### src/rtl/addr_ctrl_latch_pkg.sv
package addr_ctrl_latch_pkg;
  localparam int unsigned ADDR_W = 16;
  localparam int unsigned OFF_W  = 8;
  localparam int unsigned PAGE_W = ADDR_W - OFF_W;
  localparam int unsigned DATA_W = 8;
  localparam int unsigned SEL_W  = $clog2(DATA_W);

  typedef enum logic [1:0] {
    OP_NONE  = 2'd0,
    OP_LOAD  = 2'd1,
    OP_SET   = 2'd2,
    OP_CLEAR = 2'd3
  } latch_op_e;

  typedef struct packed {
    latch_op_e          op;
    logic [OFF_W-1:0]   value;
    logic [SEL_W-1:0]   sel;
  } latch_cmd_t;
endpackage

### src/rtl/acl_page_decode.sv
module acl_page_decode
  import addr_ctrl_latch_pkg::*;
#(
  parameter logic [PAGE_W-1:0] PAGE = 8'h7C
) (
  input  logic              valid_i,
  input  logic [ADDR_W-1:0] addr_i,
  output logic              hit_o,
  output logic [OFF_W-1:0]  off_o
);
  assign hit_o = valid_i && (addr_i[ADDR_W-1:OFF_W] == PAGE);
  assign off_o = addr_i[OFF_W-1:0];
endmodule

### src/rtl/acl_cmd_gen.sv
module acl_cmd_gen
  import addr_ctrl_latch_pkg::*;
#(
  parameter bit BIT_MODE = 1'b0
) (
  input  logic             hit_i,
  input  logic [OFF_W-1:0] off_i,
  output latch_cmd_t       cmd_o
);
  generate
    if (BIT_MODE) begin : g_bit
      // offset 0000_psss : p=polarity, sss=bit index
      logic cmd_ok;
      assign cmd_ok = hit_i && (off_i[OFF_W-1:SEL_W+1] == '0);
      always_comb begin
        cmd_o.value = off_i;
        cmd_o.sel   = off_i[SEL_W-1:0];
        if (!cmd_ok)           cmd_o.op = OP_NONE;
        else if (off_i[SEL_W]) cmd_o.op = OP_SET;
        else                   cmd_o.op = OP_CLEAR;
      end
    end else begin : g_byte
      always_comb begin
        cmd_o.value = off_i;
        cmd_o.sel   = off_i[SEL_W-1:0];
        cmd_o.op    = hit_i ? OP_LOAD : OP_NONE;
      end
    end
  endgenerate
endmodule

### src/rtl/acl_latch_reg.sv
module acl_latch_reg
  import addr_ctrl_latch_pkg::*;
(
  input  logic              clk_i,
  input  logic              rst_ni,
  input  latch_cmd_t        cmd_i,
  output logic [DATA_W-1:0] q_o,
  output logic              upd_o
);
  logic [DATA_W-1:0] q_d;

  always_comb begin
    q_d = q_o;
    unique case (cmd_i.op)
      OP_LOAD:  q_d = cmd_i.value[DATA_W-1:0];
      OP_SET:   q_d[cmd_i.sel] = 1'b1;
      OP_CLEAR: q_d[cmd_i.sel] = 1'b0;
      default:  q_d = q_o;
    endcase
  end

  always_ff @(posedge clk_i or negedge rst_ni) begin
    if (!rst_ni) begin
      q_o   <= '0;
      upd_o <= 1'b0;
    end else begin
      q_o   <= q_d;
      upd_o <= (cmd_i.op != OP_NONE);
    end
  end

  assert_quiet_hold_R7: assert property (@(posedge clk_i) disable iff (!rst_ni)
    (cmd_i.op == OP_NONE) |=> ($stable(q_o) && !upd_o));
  assert_pulse_follows_R7: assert property (@(posedge clk_i) disable iff (!rst_ni)
    (cmd_i.op != OP_NONE) |=> upd_o);
  assert_set_bit_R5: assert property (@(posedge clk_i) disable iff (!rst_ni)
    (cmd_i.op == OP_SET) |=> q_o[$past(cmd_i.sel)]);
  assert_clear_bit_R5: assert property (@(posedge clk_i) disable iff (!rst_ni)
    (cmd_i.op == OP_CLEAR) |=> !q_o[$past(cmd_i.sel)]);
  assert_bit_change_R5: assert property (@(posedge clk_i) disable iff (!rst_ni)
    (cmd_i.op inside {OP_SET, OP_CLEAR}) |=> ($countones(q_o ^ $past(q_o)) <= 1));
endmodule

### src/rtl/addr_ctrl_latch.sv
module addr_ctrl_latch
  import addr_ctrl_latch_pkg::*;
#(
  parameter bit                BIT_MODE = 1'b0,
  parameter logic [PAGE_W-1:0] PAGE     = 8'h7C
) (
  input  logic              clk_i,
  input  logic              rst_ni,
  input  logic              valid_i,
  input  logic              we_i,
  input  logic [ADDR_W-1:0] addr_i,
  input  logic [DATA_W-1:0] wdata_i,
  output logic [DATA_W-1:0] latch_o,
  output logic              upd_o
);
  logic             hit;
  logic [OFF_W-1:0] off;
  latch_cmd_t       cmd;

  // direction and data bus take no part in the update
  logic unused_bus;
  assign unused_bus = ^{we_i, wdata_i};

  acl_page_decode #(.PAGE(PAGE)) i_dec (
    .valid_i (valid_i),
    .addr_i  (addr_i),
    .hit_o   (hit),
    .off_o   (off)
  );

  acl_cmd_gen #(.BIT_MODE(BIT_MODE)) i_cmd (
    .hit_i (hit),
    .off_i (off),
    .cmd_o (cmd)
  );

  acl_latch_reg i_reg (
    .clk_i  (clk_i),
    .rst_ni (rst_ni),
    .cmd_i  (cmd),
    .q_o    (latch_o),
    .upd_o  (upd_o)
  );

  assert_off_page_hold_R2: assert property (@(posedge clk_i) disable iff (!rst_ni)
    (!valid_i || addr_i[ADDR_W-1:OFF_W] != PAGE) |=> ($stable(latch_o) && !upd_o));
  assert_pulse_onehot_R7: assert property (@(posedge clk_i) disable iff (!rst_ni)
    !upd_o |-> $stable(latch_o));

  generate
    if (!BIT_MODE) begin : g_byte_chk
      assert_byte_load_R3: assert property (@(posedge clk_i) disable iff (!rst_ni)
        (valid_i && addr_i[ADDR_W-1:OFF_W] == PAGE) |=> (latch_o == $past(addr_i[OFF_W-1:0])));
    end else begin : g_bit_chk
      assert_bad_offset_R6: assert property (@(posedge clk_i) disable iff (!rst_ni)
        (valid_i && addr_i[ADDR_W-1:OFF_W] == PAGE && addr_i[OFF_W-1:SEL_W+1] != '0)
        |=> ($stable(latch_o) && !upd_o));
    end
  endgenerate
endmodule

### config.mk
export PLATFORM = sky130hd
export DESIGN_NAME = addr_ctrl_latch
export DESIGN_NICKNAME = d
export VERILOG_FILES = /design/src/rtl/addr_ctrl_latch_pkg.sv /design/src/rtl/acl_page_decode.sv /design/src/rtl/acl_cmd_gen.sv /design/src/rtl/acl_latch_reg.sv /design/src/rtl/addr_ctrl_latch.sv
export SDC_FILE = /design/constraint.sdc
export NUM_CORES = 1
export LEC_CHECK = 0
export ABC_AREA = 1
export BUFFER_PORTS_ARGS = -buffer_cell sky130_fd_sc_hd__buf_4
export CORE_MARGIN = 2
export CORE_UTILIZATION = 28
export CTS_BUF_LIST = sky130_fd_sc_hd__clkbuf_4 sky130_fd_sc_hd__clkbuf_8
export DETAILED_ROUTE_END_ITERATION = 10
export GPL_TIMING_DRIVEN = 0
export PLACE_DENSITY_LB_ADDON = 0.12
export SLEW_MARGIN = 20
export SYNTH_ARGS = -nofsm -noshare
export SYNTH_HDL_FRONTEND = slang
export SYNTH_SLANG_ARGS = --single-unit
### constraint.sdc
create_clock -name clk_i -period 1.1 [get_ports clk_i]
set_clock_uncertainty 0.1 [all_clocks]
set_input_delay 0.22 -clock clk_i [delete_from_list [all_inputs] [get_ports clk_i]]
set_output_delay 0.22 -clock clk_i [all_outputs]
set_load 0.1 [all_outputs]
=== Word-level counts from Yosys, hierarchy flattened ===
Index checks and enable logic that the tools add are counted.
W data, S select, Z words.

* Register bits: 9
* Output and inout bits: 9
* Input bits: 28

* Bitwise operators: 3
* Eq/ne operators: 4
* Mux-type cells: 4
* Reduce and logical (&&, ||, !) cells: 4
* Order comparisons: 2

{| class="wikitable"
|+ Operators by type and width
! cell !! count
|-
| $pmux W8 S3 || 1
|-
| $and A8 B8 Y8 || 1
|-
| $eq A8 B7 Y1 const B || 1
|-
| $not A8 Y8 || 1
|-
| $or A8 B8 Y8 || 1
|-
| $eq A1 B2 Y1 const B || 2
|-
| $lt A3 B4 Y1 const B || 1
|-
| $demux W1 S3 || 1
|-
| $ge A3 B1 Y1 const B || 1
|-
| $reduce_bool A3 Y1 || 1
|-
| $logic_and A1 B1 Y1 || 2
|-
| $mux W1 || 2
|-
| $reduce_bool A2 Y1 || 1
|-
| $eq A1 B1 Y1 const B || 1
|}

=== Longest topological paths before layout ===
Gate-level depths: netlist of run 1.

* Word-level depth: 7
* Mapped depth: 6
* Gate-level depth less buffers: 6

=== By module ===
From an unflattened synthesis of run 1, not the netlist that was laid out.

* Cell total of the unflattened synthesis: 124
* Area total of the unflattened synthesis: 854.6 um^2

{| class="wikitable"
|+ By module, submodules not included
! module !! sequential area each (um^2) !! area an instance (um^2) !! cells an instance !! times used
|-
| acl_latch_reg || 225.2 || 658.1 || 94 || 1
|-
| acl_cmd_gen || 0.0 || 101.3 || 14 || 1
|-
| acl_page_decode || 0.0 || 95.1 || 16 || 1
|}

=== Worst setup path after synthesis of run 1 ===
No wires, ideal clock.

* Path kind: register to register
* Start point: register i_reg.q_o[0]
* End point: register i_reg.q_o[0]
* Path slack: -0.146 ns
* Path buffers: 0
* Data arrival time: 1.079 ns
* Period minus slack after synthesis: 1.246 ns
* Required time: 0.933 ns
* Stages on the path, launching flop included: 3
* Cell sequence: dfrtp_1 -> nand2_1 -> nand2_1

* Cells in the longest elaborated chain, start to end: 2

{| class="wikitable"
|+ Ends and longest elaborated chain
! item !! line !! RTL
|-
| start, declared || acl_latch_reg.sv:7 || <nowiki>output logic [DATA_W-1:0] q_o,</nowiki>
|-
| start signal, assigned || acl_latch_reg.sv:27 || <nowiki>q_o <= q_d;</nowiki>
|-
| $and A8 B8 Y8 (no line) or $or A8 B8 Y8 (tied branches) || - ||
|-
| $pmux W8 S3 * || acl_latch_reg.sv:14 || <nowiki>unique case (cmd_i.op)</nowiki>
|}

Mark *: on every way between the ends. The rest lies on a longest branch, timed or not.
A chain may end at the register's enable or synchronous reset.

=== Worst setup path after layout of run 1 ===
* Start point: register i_reg.q_o[2]
* End point: output latch_o[2]

{| class="wikitable"
|+ RTL lines
! item !! line !! RTL
|-
| end, declared || addr_ctrl_latch.sv:13 || <nowiki>output logic [DATA_W-1:0] latch_o,</nowiki>
|}

No word-level cell between the ends.

==> results of run 1 <==
-- routing by layer --
| layer | vias up | routed length [um] |
|---|---|---|
| met1 | 186 | 393 |
| li1 | 208 | - |
| met5 | - | 0 |
| met2 | 16 | 459 |
| met3 | 0 | 81 |
| met4 | 0 | 0 |
-- cells in the mapped netlist (all sizes together) --
library cell | number | share of area [%]
inv | 3 | 2.6
nand2 | 19 | 18
nor2 | 3 | 12
nand4 | 8 | 12
nand3 | 1 | 4.0
dfrtp | 9 | 52
-- placed cells by master (no fill, tap or decap), drive strengths merged --
| master | synthesis | layout |
|---|---|---|
| buf | 0 | 27 |
| nand2 | 19 | 19 |
| dfrtp | 9 | 9 |
| nand4 | 8 | 8 |
| clkbuf | 0 | 4 |
| inv | 3 | 3 |
| nor2 | 3 | 3 |
| nand3 | 1 | 1 |
| dlygate4sd3 | 0 | 1 |
-- tightest hold or removal path, cell delays in order --
cell and delay [ns]:
buf_4 0.07, nand4_1 0.08, nand2_1 0.07
-- state kept, by name, summed over array words and instances, names as in the netlist --
name and cells:
i_reg.q_o 8, i_reg.upd_o 1
-- report_power, final --
part,switching [W],internal [W]
sequential,0.0000124,0.000348
clock,0.000109,0.000164
combinational,0.000159,0.0000969
total,0.000280,0.000609
-- kinds of logic after synthesis --
group	share of synthesized area [%]
flip-flops	51.9
buffers and inverters	2.59
AND/OR/NAND/NOR	45.5
-- area by class of cell --
type | count | area share (%)
well taps | 16 | 2.58
clock buffers | 4 | 3.86
flip-flops and latches | 9 | 30.4
multi-input cells | 31 | 25.4
repair buffers | 28 | 36.2
inverters | 3 | 1.45
-- metrics by stage --
step                      total power (W)  setup TNS, ns
after global placement           0.000592         -0.159
after floorplan                  0.000503              0
final                            0.000889         -0.576
after global routing             0.000937         -0.832
after CTS                        0.000893         -0.672
after detailed placement         0.000593         -0.266
-- worst min path at each step --
stage / endpoint / slack, ns / depth (start not counted)
floorplan: i_reg.q_o[0]$_DFFE_PN0P_ / -0.18 / 0
global placement: i_reg.q_o[1]$_DFFE_PN0P_ / -0.05 / 1
detailed placement: i_reg.q_o[1]$_DFFE_PN0P_ / -0.05 / 1
CTS: i_reg.q_o[2]$_DFFE_PN0P_ / 0.11 / 3
global route: i_reg.q_o[5]$_DFFE_PN0P_ / 0.11 / 3
finish: i_reg.q_o[2]$_DFFE_PN0P_ / 0.12 / 3
-- repair_timing --
action	CTS	global route
endpoints found under the hold margin	9	0
resized for setup	11	6
setup buffers	0	0
hold buffers	1	0
setup endpoints to repair	9	9
==> impl_metrics.env, run 1 <==
export IMPL_grt_use_met3_pct=4.17
export IMPL_grt_pass1_wl_um=1500
export IMPL_powerDensity_nw_per_um2=1140
export IMPL_clockRootBuffer="clkbuf_4"
export IMPL_multi_input_area_sq_um=198
export IMPL_fin_ws_ns=-0.0742
export IMPL_via_per_inst=4.51
export IMPL_rsz0062_at_grt="true"
export IMPL_pin_count=37
export IMPL_status="finished with violations"
export IMPL_worst_path_max_fanout=2
export IMPL_io_buffers=27
export IMPL_slew_headroom_pct=84.3
export IMPL_min_period_ns=1.17
export IMPL_grt_use_total_pct=11.1
export IMPL_tightest_slew_ns=0.235
export IMPL_whs_ns=0.116
export IMPL_cp_start_kind="flip-flop"
export IMPL_dp_cells=86
export IMPL_clk_path_buf_depth=2
export IMPL_synth_seq_cells=9
export IMPL_antenna_found_initial=0
export IMPL_clkLatencyLatePin_ns=0.25
export IMPL_seqCellArea_sq_um=236
export IMPL_ir_drop_v=0.000503
export IMPL_wire_per_inst_um=10.3
export IMPL_clock_sinks=9
export IMPL_placed_area_sq_um=668
export IMPL_initial_core_util_pct=29.5
export IMPL_grt_pass1_vias=392
export IMPL_fin_crit_sh_pct=107
export IMPL_crit_slowest_cell="dfrtp_2"
export IMPL_final_cell_area_sq_um=777
export IMPL_dieHeight_um=43.4
export IMPL_routabilityCongestion=0.603
export IMPL_crit_end="latch_o[2]"
export IMPL_drt_initial_drc_count=4
export IMPL_synthDistinctLibCells=9
export IMPL_setup_reg_to_reg_worst_slack_ns=0.35
export IMPL_fillCellCount=143
export IMPL_min_delay_start="addr_i[2]"
export IMPL_critical_path_max_stage_delay_ns=0.43
export IMPL_clkTransAtPathRegs_ns=0.06
export IMPL_wirelength_um=935
export IMPL_drive_above_1_share_pct=64.0
export IMPL_top_usage_layer="met2"
export IMPL_synth_seq_area_share_pct=51.9
export IMPL_path_buf_inv=1
export IMPL_synth_area_sq_um=434
export IMPL_grt_max_degree=10
export IMPL_reg2reg_to="i_reg.q_o[2]$_DFFE_PN0P_"
export IMPL_avgSynthCellArea_sq_um=10.1
export IMPL_cp_arrival_ns=0.85
export IMPL_place_ws_ns=-0.0429
export IMPL_antenna_left=0
export IMPL_end_kind="primary output"
export IMPL_cts_buffers=3
export IMPL_r2r_start="i_reg.q_o[2]$_DFFE_PN0P_"
export IMPL_finalSetupViolCount=9
export IMPL_critical_path_required_ns=0.78
export IMPL_syn_inst=43
export IMPL_violations="setup timing"
export IMPL_hold_violations=0
export IMPL_final_util_pct=52.8
export IMPL_core_sq_um=1470
export IMPL_crit_type="reg -> out"
export IMPL_drv_slew=0
export IMPL_p_leak_nw=0.411
export IMPL_dieArea_sq_um=1880
export IMPL_final_nets=104
export IMPL_route_vias_total=410
export IMPL_dp_hpwl_um=723
export IMPL_cpLargestDelayFamily="flip-flops"
export IMPL_diodes=0
export IMPL_reg2reg_depth=2
export IMPL_fp_dieW_um=43.4
export IMPL_cp_startpoint="i_reg.q_o[2]$_DFFE_PN0P_"
export IMPL_gr_total_overflow=0
export IMPL_first_pass_iters=2
export IMPL_syn_nets=71
export IMPL_hold_path_class="in -> reg"
export IMPL_maxCapViolCount=0
export IMPL_yosys_warnings=0
export IMPL_syn2layout_area_growth_pct=79.0
export IMPL_final_cells=91
export IMPL_use_met2_pct=19.1
export IMPL_use_met1_pct=11.1
export IMPL_cts_tree="done"
export IMPL_cp_cell_sequence="buf_12"
export IMPL_drc=0
export IMPL_htreeDepth=1
export IMPL_cp_depth=1
export IMPL_max_freq_mhz=852
export IMPL_rows=14
Power figures use the tool's default switching activity.
==> run 2: changes to the inputs <==
SYNTH_HIERARCHICAL = 1   (was default)
==> run 2 against run 1 <==
  * The flow still finishes with violations (setup timing)
  * Clock power grew 9.5%
  * Maximum frequency shrank 1.4%
  * Die area grew 87%
  * Flip-flop and latch count is the same
  * Sequential power grew 14%
  * Cell count grew 110%
  * Count of clock-buffer cells in the layout is the same
  * Largest power group is now combinational cells
==> impl_metrics.env, run 2 <==
export IMPL_cp_arrival_ns=0.87
export IMPL_end_kind="primary output"
export IMPL_pin_count=37
export IMPL_initial_core_util_pct=28.7
export IMPL_layout_commonest_cell="buf_4"
export IMPL_critical_path_max_stage_delay_ns=0.43
export IMPL_gr_total_overflow=0
export IMPL_largest_reg_flops=8
export IMPL_fin_crit_sh_pct=108
export IMPL_wire_per_inst_um=10.5
export IMPL_fin_ws_ns=-0.0903
export IMPL_synthDistinctLibCells=18
export IMPL_p_sw_share_pct=41.2
export IMPL_clk_path_buf_depth=2
export IMPL_status="finished with violations"
export IMPL_antenna_left=0
export IMPL_dieArea_sq_um=3510
export IMPL_grt_pass1_wl_um=3480
export IMPL_yosys_warnings=6
export IMPL_fp_dieW_um=59.2
export IMPL_cp_start_kind="flip-flop"
export IMPL_rsz0062_at_grt="true"
export IMPL_wirelength_um=2020
export IMPL_clock_sinks=9
export IMPL_synth_seq_area_share_pct=26.4
export IMPL_dieHeight_um=59.2
export IMPL_syn_inst=124
export IMPL_min_period_ns=1.19
export IMPL_clockPowerShare_pct=20.7
export IMPL_cp_startpoint="i_reg/q_o[3]$_DFFE_PN0P_"
export IMPL_clkLatencyLatePin_ns=0.27
export IMPL_grt_pass1_vias=803
export IMPL_dp_hpwl_um=1420
export IMPL_p_switching_w=0.000594
export IMPL_clockRootBuffer="clkbuf_4"
export IMPL_final_util_pct=44.6
export IMPL_syn2layout_area_growth_pct=55.5
export IMPL_final_cell_area_sq_um=1330
export IMPL_yosys_most_used_dff="dfrtp_1"
export IMPL_drt_initial_drc_count=2
export IMPL_antenna_found_initial=0
export IMPL_rows=20
export IMPL_diodes=0
export IMPL_io_buffers=19
export IMPL_critical_path_required_ns=0.78
export IMPL_hold_path_class="in -> async"
export IMPL_yosys_area_top_type="dfrtp_1"
export IMPL_drive_above_1_share_pct=55.6
export IMPL_synth_seq_cells=9
export IMPL_grt_use_total_pct=13.0
export IMPL_htreeDepth=1
export IMPL_avgSynthCellArea_sq_um=6.89
export IMPL_worst_path_max_fanout=2
export IMPL_p_leak_nw=0.678
export IMPL_r2r_start="i_reg/q_o[4]$_DFFE_PN0P_"
export IMPL_final_cell_mix="buf_4 (42), nand2_1 (20), nand3_1 (19), inv_1 (10), dfrtp_2 (9)"
export IMPL_placed_area_sq_um=1070
export IMPL_ir_drop_v=0.000366
export IMPL_cp_cell_sequence="buf_12"
export IMPL_cts_buffers=3
export IMPL_final_nets=189
export IMPL_routabilityCongestion=0.795
export IMPL_first_pass_iters=4
export IMPL_cpLargestDelayFamily="flip-flops"
export IMPL_cts_tree="done"
export IMPL_synth_edff_count=0
export IMPL_crit_type="reg -> out"
export IMPL_maxCapViolCount=0
export IMPL_synth_area_sq_um=855
export IMPL_top_regs="i_reg/q_o: 8 flops, i_reg/upd_o: 1 flops"
export IMPL_syn_nets=152
export IMPL_p_seq_share_pct=28.3
export IMPL_hold_violations=0
export IMPL_largest_register="i_reg/q_o"
export IMPL_synth_top_area_share_pct=26.4
export IMPL_crit_slowest_cell="dfrtp_2"
export IMPL_drc=0
export IMPL_powerDensity_nw_per_um2=1090
export IMPL_route_vias_total=867
export IMPL_core_sq_um=2980
export IMPL_finalSetupViolCount=9
export IMPL_async_reset_ff_share_pct=100
export IMPL_internal_power_w=0.000849
export IMPL_drv_slew=0
export IMPL_ys_top_cells_by_count="buf_4 (21), nand2_1 (21), nand3_1 (20), inv_1 (13), dfrtp_1 (9)"
export IMPL_clkTransAtPathRegs_ns=0.07
export IMPL_synth_area_top_cells="dfrtp_1 (26%), buf_4 (18%), nand3_1 (12%), nand2_1 (9.2%), buf_6 (6.6%)"
export IMPL_max_freq_mhz=840
export IMPL_via_per_inst=4.49
export IMPL_path_buf_inv=1
export IMPL_violations="setup timing"
export IMPL_p_comb_share_pct=51.0
export IMPL_grt_max_degree=10
run 2: cell types whose count changed in the layout (fill, tap and decap cells not counted), moves of 4 or more:
| cell | change |
|---|---|
| buf_4 | +24 |
| nand4_1 | -5 |
| buf_12 | +4 |
| o21ai_0 | +4 |
| a21oi_1 | +5 |
| inv_1 | +8 |
| nand2_1 | +4 |
| nor2_1 | +5 |
| inv_2 | +6 |
| nand3_1 | +19 |
run 2: cell families after synthesis:
kind of cell,after synthesis,share of synthesized area (%)
compound gates,14,8.49
flops,9,26.4
buf+inv,45,33.4
other cells,1,0.439
simple gates,55,31.3
run 2: worst paths after layout:
kind / end / slack [ns] / cells past startpoint
setup reg to reg: i_reg/q_o[4]$_DFFE_PN0P_ / 0.13 / 5
max in group asynchronous: i_reg/q_o[5]$_DFFE_PN0P_ / 0.52 / 2
setup / recovery: latch_o[3] / -0.09 / 1
min in group clk_i: i_reg/q_o[6]$_DFFE_PN0P_ / 0.24 / 4
hold / removal: i_reg/q_o[1]$_DFFE_PN0P_ / 0.22 / 2
hold reg to reg: i_reg/q_o[6]$_DFFE_PN0P_ / 0.57 / 3
run 2: cell type report:
type                       instances  area [sq um]
tap                               33          41.3
fill                             302          1650
sequential                         9           236
timing repair buffer              33           358
buffer                            25           206
clock buffer                       4          30.0
inverter                          19          78.8
multi-input combinational         70           378
run 2: what timing repair did:
action	CTS	global route
setup buffers	8	5
resized for setup	25	10
pin swaps	0	9
hold buffers	1	0
endpoints found under the setup margin	16	17
hold endpoints to repair	9	0
run 2: stage by stage:
stage	cells	hold slack [ns]	worst slack (ns)	setup TNS, ns	total power, W
after floorplan	124	-0.176	-0.100	-0.596	0.000858
after global placement	176	-0.0418	-0.320	-2.55	0.000978
after detailed placement	176	-0.0398	-0.316	-2.60	0.000983
after CTS	188	0.217	-0.106	-0.877	0.00145
after global routing	193	0.220	-0.121	-1.00	0.00152
final	193	0.224	-0.0903	-0.741	0.00144
run 2: routing by layer:
layer / wire length (um) / GRT usage [%] / vias to the layer above
met3: 75 / 1.31 / 4
met4: 43 / 6.82 / 0
met5: 0 / 0 / -
met1: 935 / 16.6 / 397
met2: 970 / 21.7 / 26
li1: - / - / 440
run 2: worst register-to-register path, delay by kind of cell, from the launching register on:
kind / cells / cell delay [ns]
AND/OR/NAND/NOR: 2 / 0.12
flip-flops: 1 / 0.42
buffers and inverters: 3 / 0.23
run 2: power by group through the flow:
| stage | Sequential (W) | Combinational, W | Clock (W) |
|---|---|---|---|
| global placement | 0.000404 | 0.000574 | 0 |
| global route | 0.000414 | 0.000778 | 0.000331 |
| CTS | 0.000409 | 0.000725 | 0.000318 |
| floorplan | 0.000659 | 0.000198 | 0 |
| detailed placement | 0.000406 | 0.000577 | 0 |
| finish | 0.000409 | 0.000736 | 0.000299 |
==> run 3: changes to the inputs <==
--- a/config.mk
+++ b/config.mk
@@ -8,3 +8,3 @@
 export ABC_AREA = 1
-export BUFFER_PORTS_ARGS = -buffer_cell sky130_fd_sc_hd__buf_4
+export BUFFER_PORTS_ARGS = -buffer_cell sky130_fd_sc_hd__buf_2
 export CORE_MARGIN = 2
==> constraint.sdc (replaced) <==
create_clock -name clk_i -period 1.1 [get_ports clk_i]
set_clock_uncertainty 0.1 [all_clocks]
set_input_delay 0.055 -clock clk_i [delete_from_list [all_inputs] [get_ports clk_i]]
set_output_delay 0.055 -clock clk_i [all_outputs]
set_load 0.1 [all_outputs]
==> run 3 against run 2 <==
  * The run now ends clean
  * Critical path type unchanged
  * Worst setup slack better by 0.16 ns
  * Maximum frequency is 16% higher
  * Via count is 11% lower
  * Count of clock-buffer cells in the layout stayed put
  * Sequential share of layout area is 3.6 points higher
  * Core utilization is 7.7 points lower
  * Register-to-register slack better by 0.13 ns
  * Sequential power is 1% lower
  * Flip-flop and latch count stayed put
==> impl_metrics.env, run 3 (same netlist as run 2, synthesis figures left out) <==
export IMPL_syn2layout_area_growth_pct=28.7
export IMPL_p_seq_share_pct=31.6
export IMPL_internal_power_w=0.000730
export IMPL_cp_cell_sequence="buf_6"
export IMPL_drt_initial_drc_count=28
export IMPL_via_per_inst=4.27
export IMPL_p_sw_share_pct=42.8
export IMPL_place_ws_ns=-0.222
export IMPL_min_period_ns=1.03
export IMPL_final_nets=177
export IMPL_status="complete, no violations"
export IMPL_cts_buffers=3
export IMPL_drv_slew=0
export IMPL_grt_pass1_wl_um=3020
export IMPL_cpLargestDelayFamily="flip-flops"
export IMPL_htreeDepth=1
export IMPL_crit_slowest_cell="dfrtp_2"
export IMPL_dieHeight_um=59.2
export IMPL_grt_pass1_vias=733
export IMPL_ir_drop_v=0.000462
export IMPL_final_cell_mix="buf_4 (22), nand2_1 (21), nand3_1 (20), inv_1 (12), buf_6 (12)"
export IMPL_finalSetupViolCount=0
export IMPL_wirelength_um=1850
export IMPL_cp_start_kind="flip-flop"
export IMPL_cp_arrival_ns=0.87
export IMPL_worst_path_max_fanout=3
export IMPL_rsz0062_at_grt="false"
export IMPL_cts_tree="done"
export IMPL_critical_path_max_stage_delay_ns=0.42
export IMPL_whs_ns=0.0881
export IMPL_p_switching_w=0.000546
export IMPL_grt_max_degree=10
export IMPL_fin_crit_sh_pct=93.2
export IMPL_initial_core_util_pct=28.7
export IMPL_routabilityCongestion=0.745
export IMPL_setup_reg_to_reg_worst_slack_ns=0.26
export IMPL_antenna_found_initial=0
export IMPL_dp_cells=176
export IMPL_drc=0
export IMPL_antenna_left=0
export IMPL_clkTransAtPathRegs_ns=0.07
export IMPL_largest_register="i_reg/q_o"
export IMPL_first_pass_iters=4
export IMPL_end_kind="primary output"
export IMPL_route_vias_total=773
export IMPL_gr_total_overflow=0
export IMPL_clk_path_buf_depth=2
export IMPL_path_buf_inv=1
export IMPL_largest_reg_flops=8
export IMPL_io_buffers=19
export IMPL_critical_path_required_ns=0.94
export IMPL_crit_type="reg -> out"
export IMPL_final_cells=181
export IMPL_hold_violations=0
export IMPL_pin_count=37
export IMPL_fin_ws_ns=0.0745
export IMPL_fillCellCount=317
export IMPL_clock_sinks=9
export IMPL_clkLatencyLatePin_ns=0.26
export IMPL_wire_per_inst_um=10.2
export IMPL_fp_dieW_um=59.2
export IMPL_layout_commonest_cell="buf_4"
export IMPL_hold_path_class="in -> async"
export IMPL_dp_hpwl_um=1400
export IMPL_maxCapViolCount=0
export IMPL_powerDensity_nw_per_um2=1160
export IMPL_p_leak_nw=0.573
export IMPL_grt_use_total_pct=11.8
export IMPL_max_freq_mhz=975
export IMPL_diodes=0
export IMPL_top_regs="i_reg/q_o: 8 flops, i_reg/upd_o: 1 flops"
export IMPL_drive_above_1_share_pct=45.3
export IMPL_core_sq_um=2980
export IMPL_finalSetupTns_ns=0
export IMPL_p_comb_share_pct=46.0
export IMPL_dieArea_sq_um=3510
export IMPL_clockRootBuffer="clkbuf_4"
export IMPL_clockPowerShare_pct=22.3
export IMPL_rows=20
[run 3: changes by cell type in the layout (fill, tap and decap cells not counted), moves of 2 or more]
cell / delta
buf_6: +5
buf_2: +10
nor2_1: +2
inv_2: -2
buf_4: -20
o21ai_1: +2
o21ai_2: -3
inv_1: +2
buf_12: -8
[run 3: path summary, 6_finish.rpt]
path / to / cells after the start / start
hold / removal: i_reg/q_o[1]$_DFFE_PN0P_ / 2 / rst_ni
min in group clk_i: i_reg/q_o[3]$_DFFE_PN0P_ / 4 / addr_i[3]
setup reg to reg: i_reg/q_o[7]$_DFFE_PN0P_ / 4 / i_reg/q_o[7]$_DFFE_PN0P_
setup / recovery: latch_o[6] / 1 / i_reg/q_o[6]$_DFFE_PN0P_
hold reg to reg: i_reg/q_o[3]$_DFFE_PN0P_ / 2 / i_reg/q_o[3]$_DFFE_PN0P_
max in group asynchronous: i_reg/q_o[5]$_DFFE_PN0P_ / 2 / rst_ni
[run 3: power by group through the flow]
stage                     Clock [W]  Sequential, W  Combinational, W
after floorplan                   0       0.000659          0.000195
after global placement            0       0.000401          0.000535
final                      0.000285       0.000404          0.000588
after detailed placement          0       0.000402          0.000538
after global routing       0.000321       0.000410          0.000624
after CTS                  0.000306       0.000397          0.000563
[run 3: cell type report]
cell class	instances	area (sq um)	area share (%)
flip-flops and latches	9	235	21.4
well taps	33	41.3	3.75
repair buffers	20	158	14.3
multi-input cells	70	344	31.3
clock buffers	4	30.0	2.73
inverters	19	73.8	6.71
plain buffers	26	218	19.8
[run 3: metal layers]
| metal | track usage [%] | routed length (um) | vias to the layer above | part of all wire [%] |
|---|---|---|---|---|
| li1 | - | - | 417 | - |
| met1 | 13.4 | 814 | 324 | 44 |
| met3 | 3.28 | 174 | 2 | 9.4 |
| met2 | 20.1 | 836 | 30 | 45 |
| met5 | 0 | 0 | - | 0 |
| met4 | 5.84 | 19 | 0 | 1.0 |
[run 3: what timing repair did]
item,4_1_cts,5_1_grt
hold buffers,1,0
setup endpoints to repair,9,14
buffers inserted,0,0
endpoints found under the hold margin,9,0
gates resized for setup,9,12
[run 3: per-stage QoR]
stage	power [W]	util, %	area [sq um]
after detailed placement	0.000940	33.6	1000
after global placement	0.000936	33.6	1000
after floorplan	0.000854	-	865
after global routing	0.00135	36.9	1100
final	0.00128	36.9	1100
after CTS	0.00127	35.7	1060
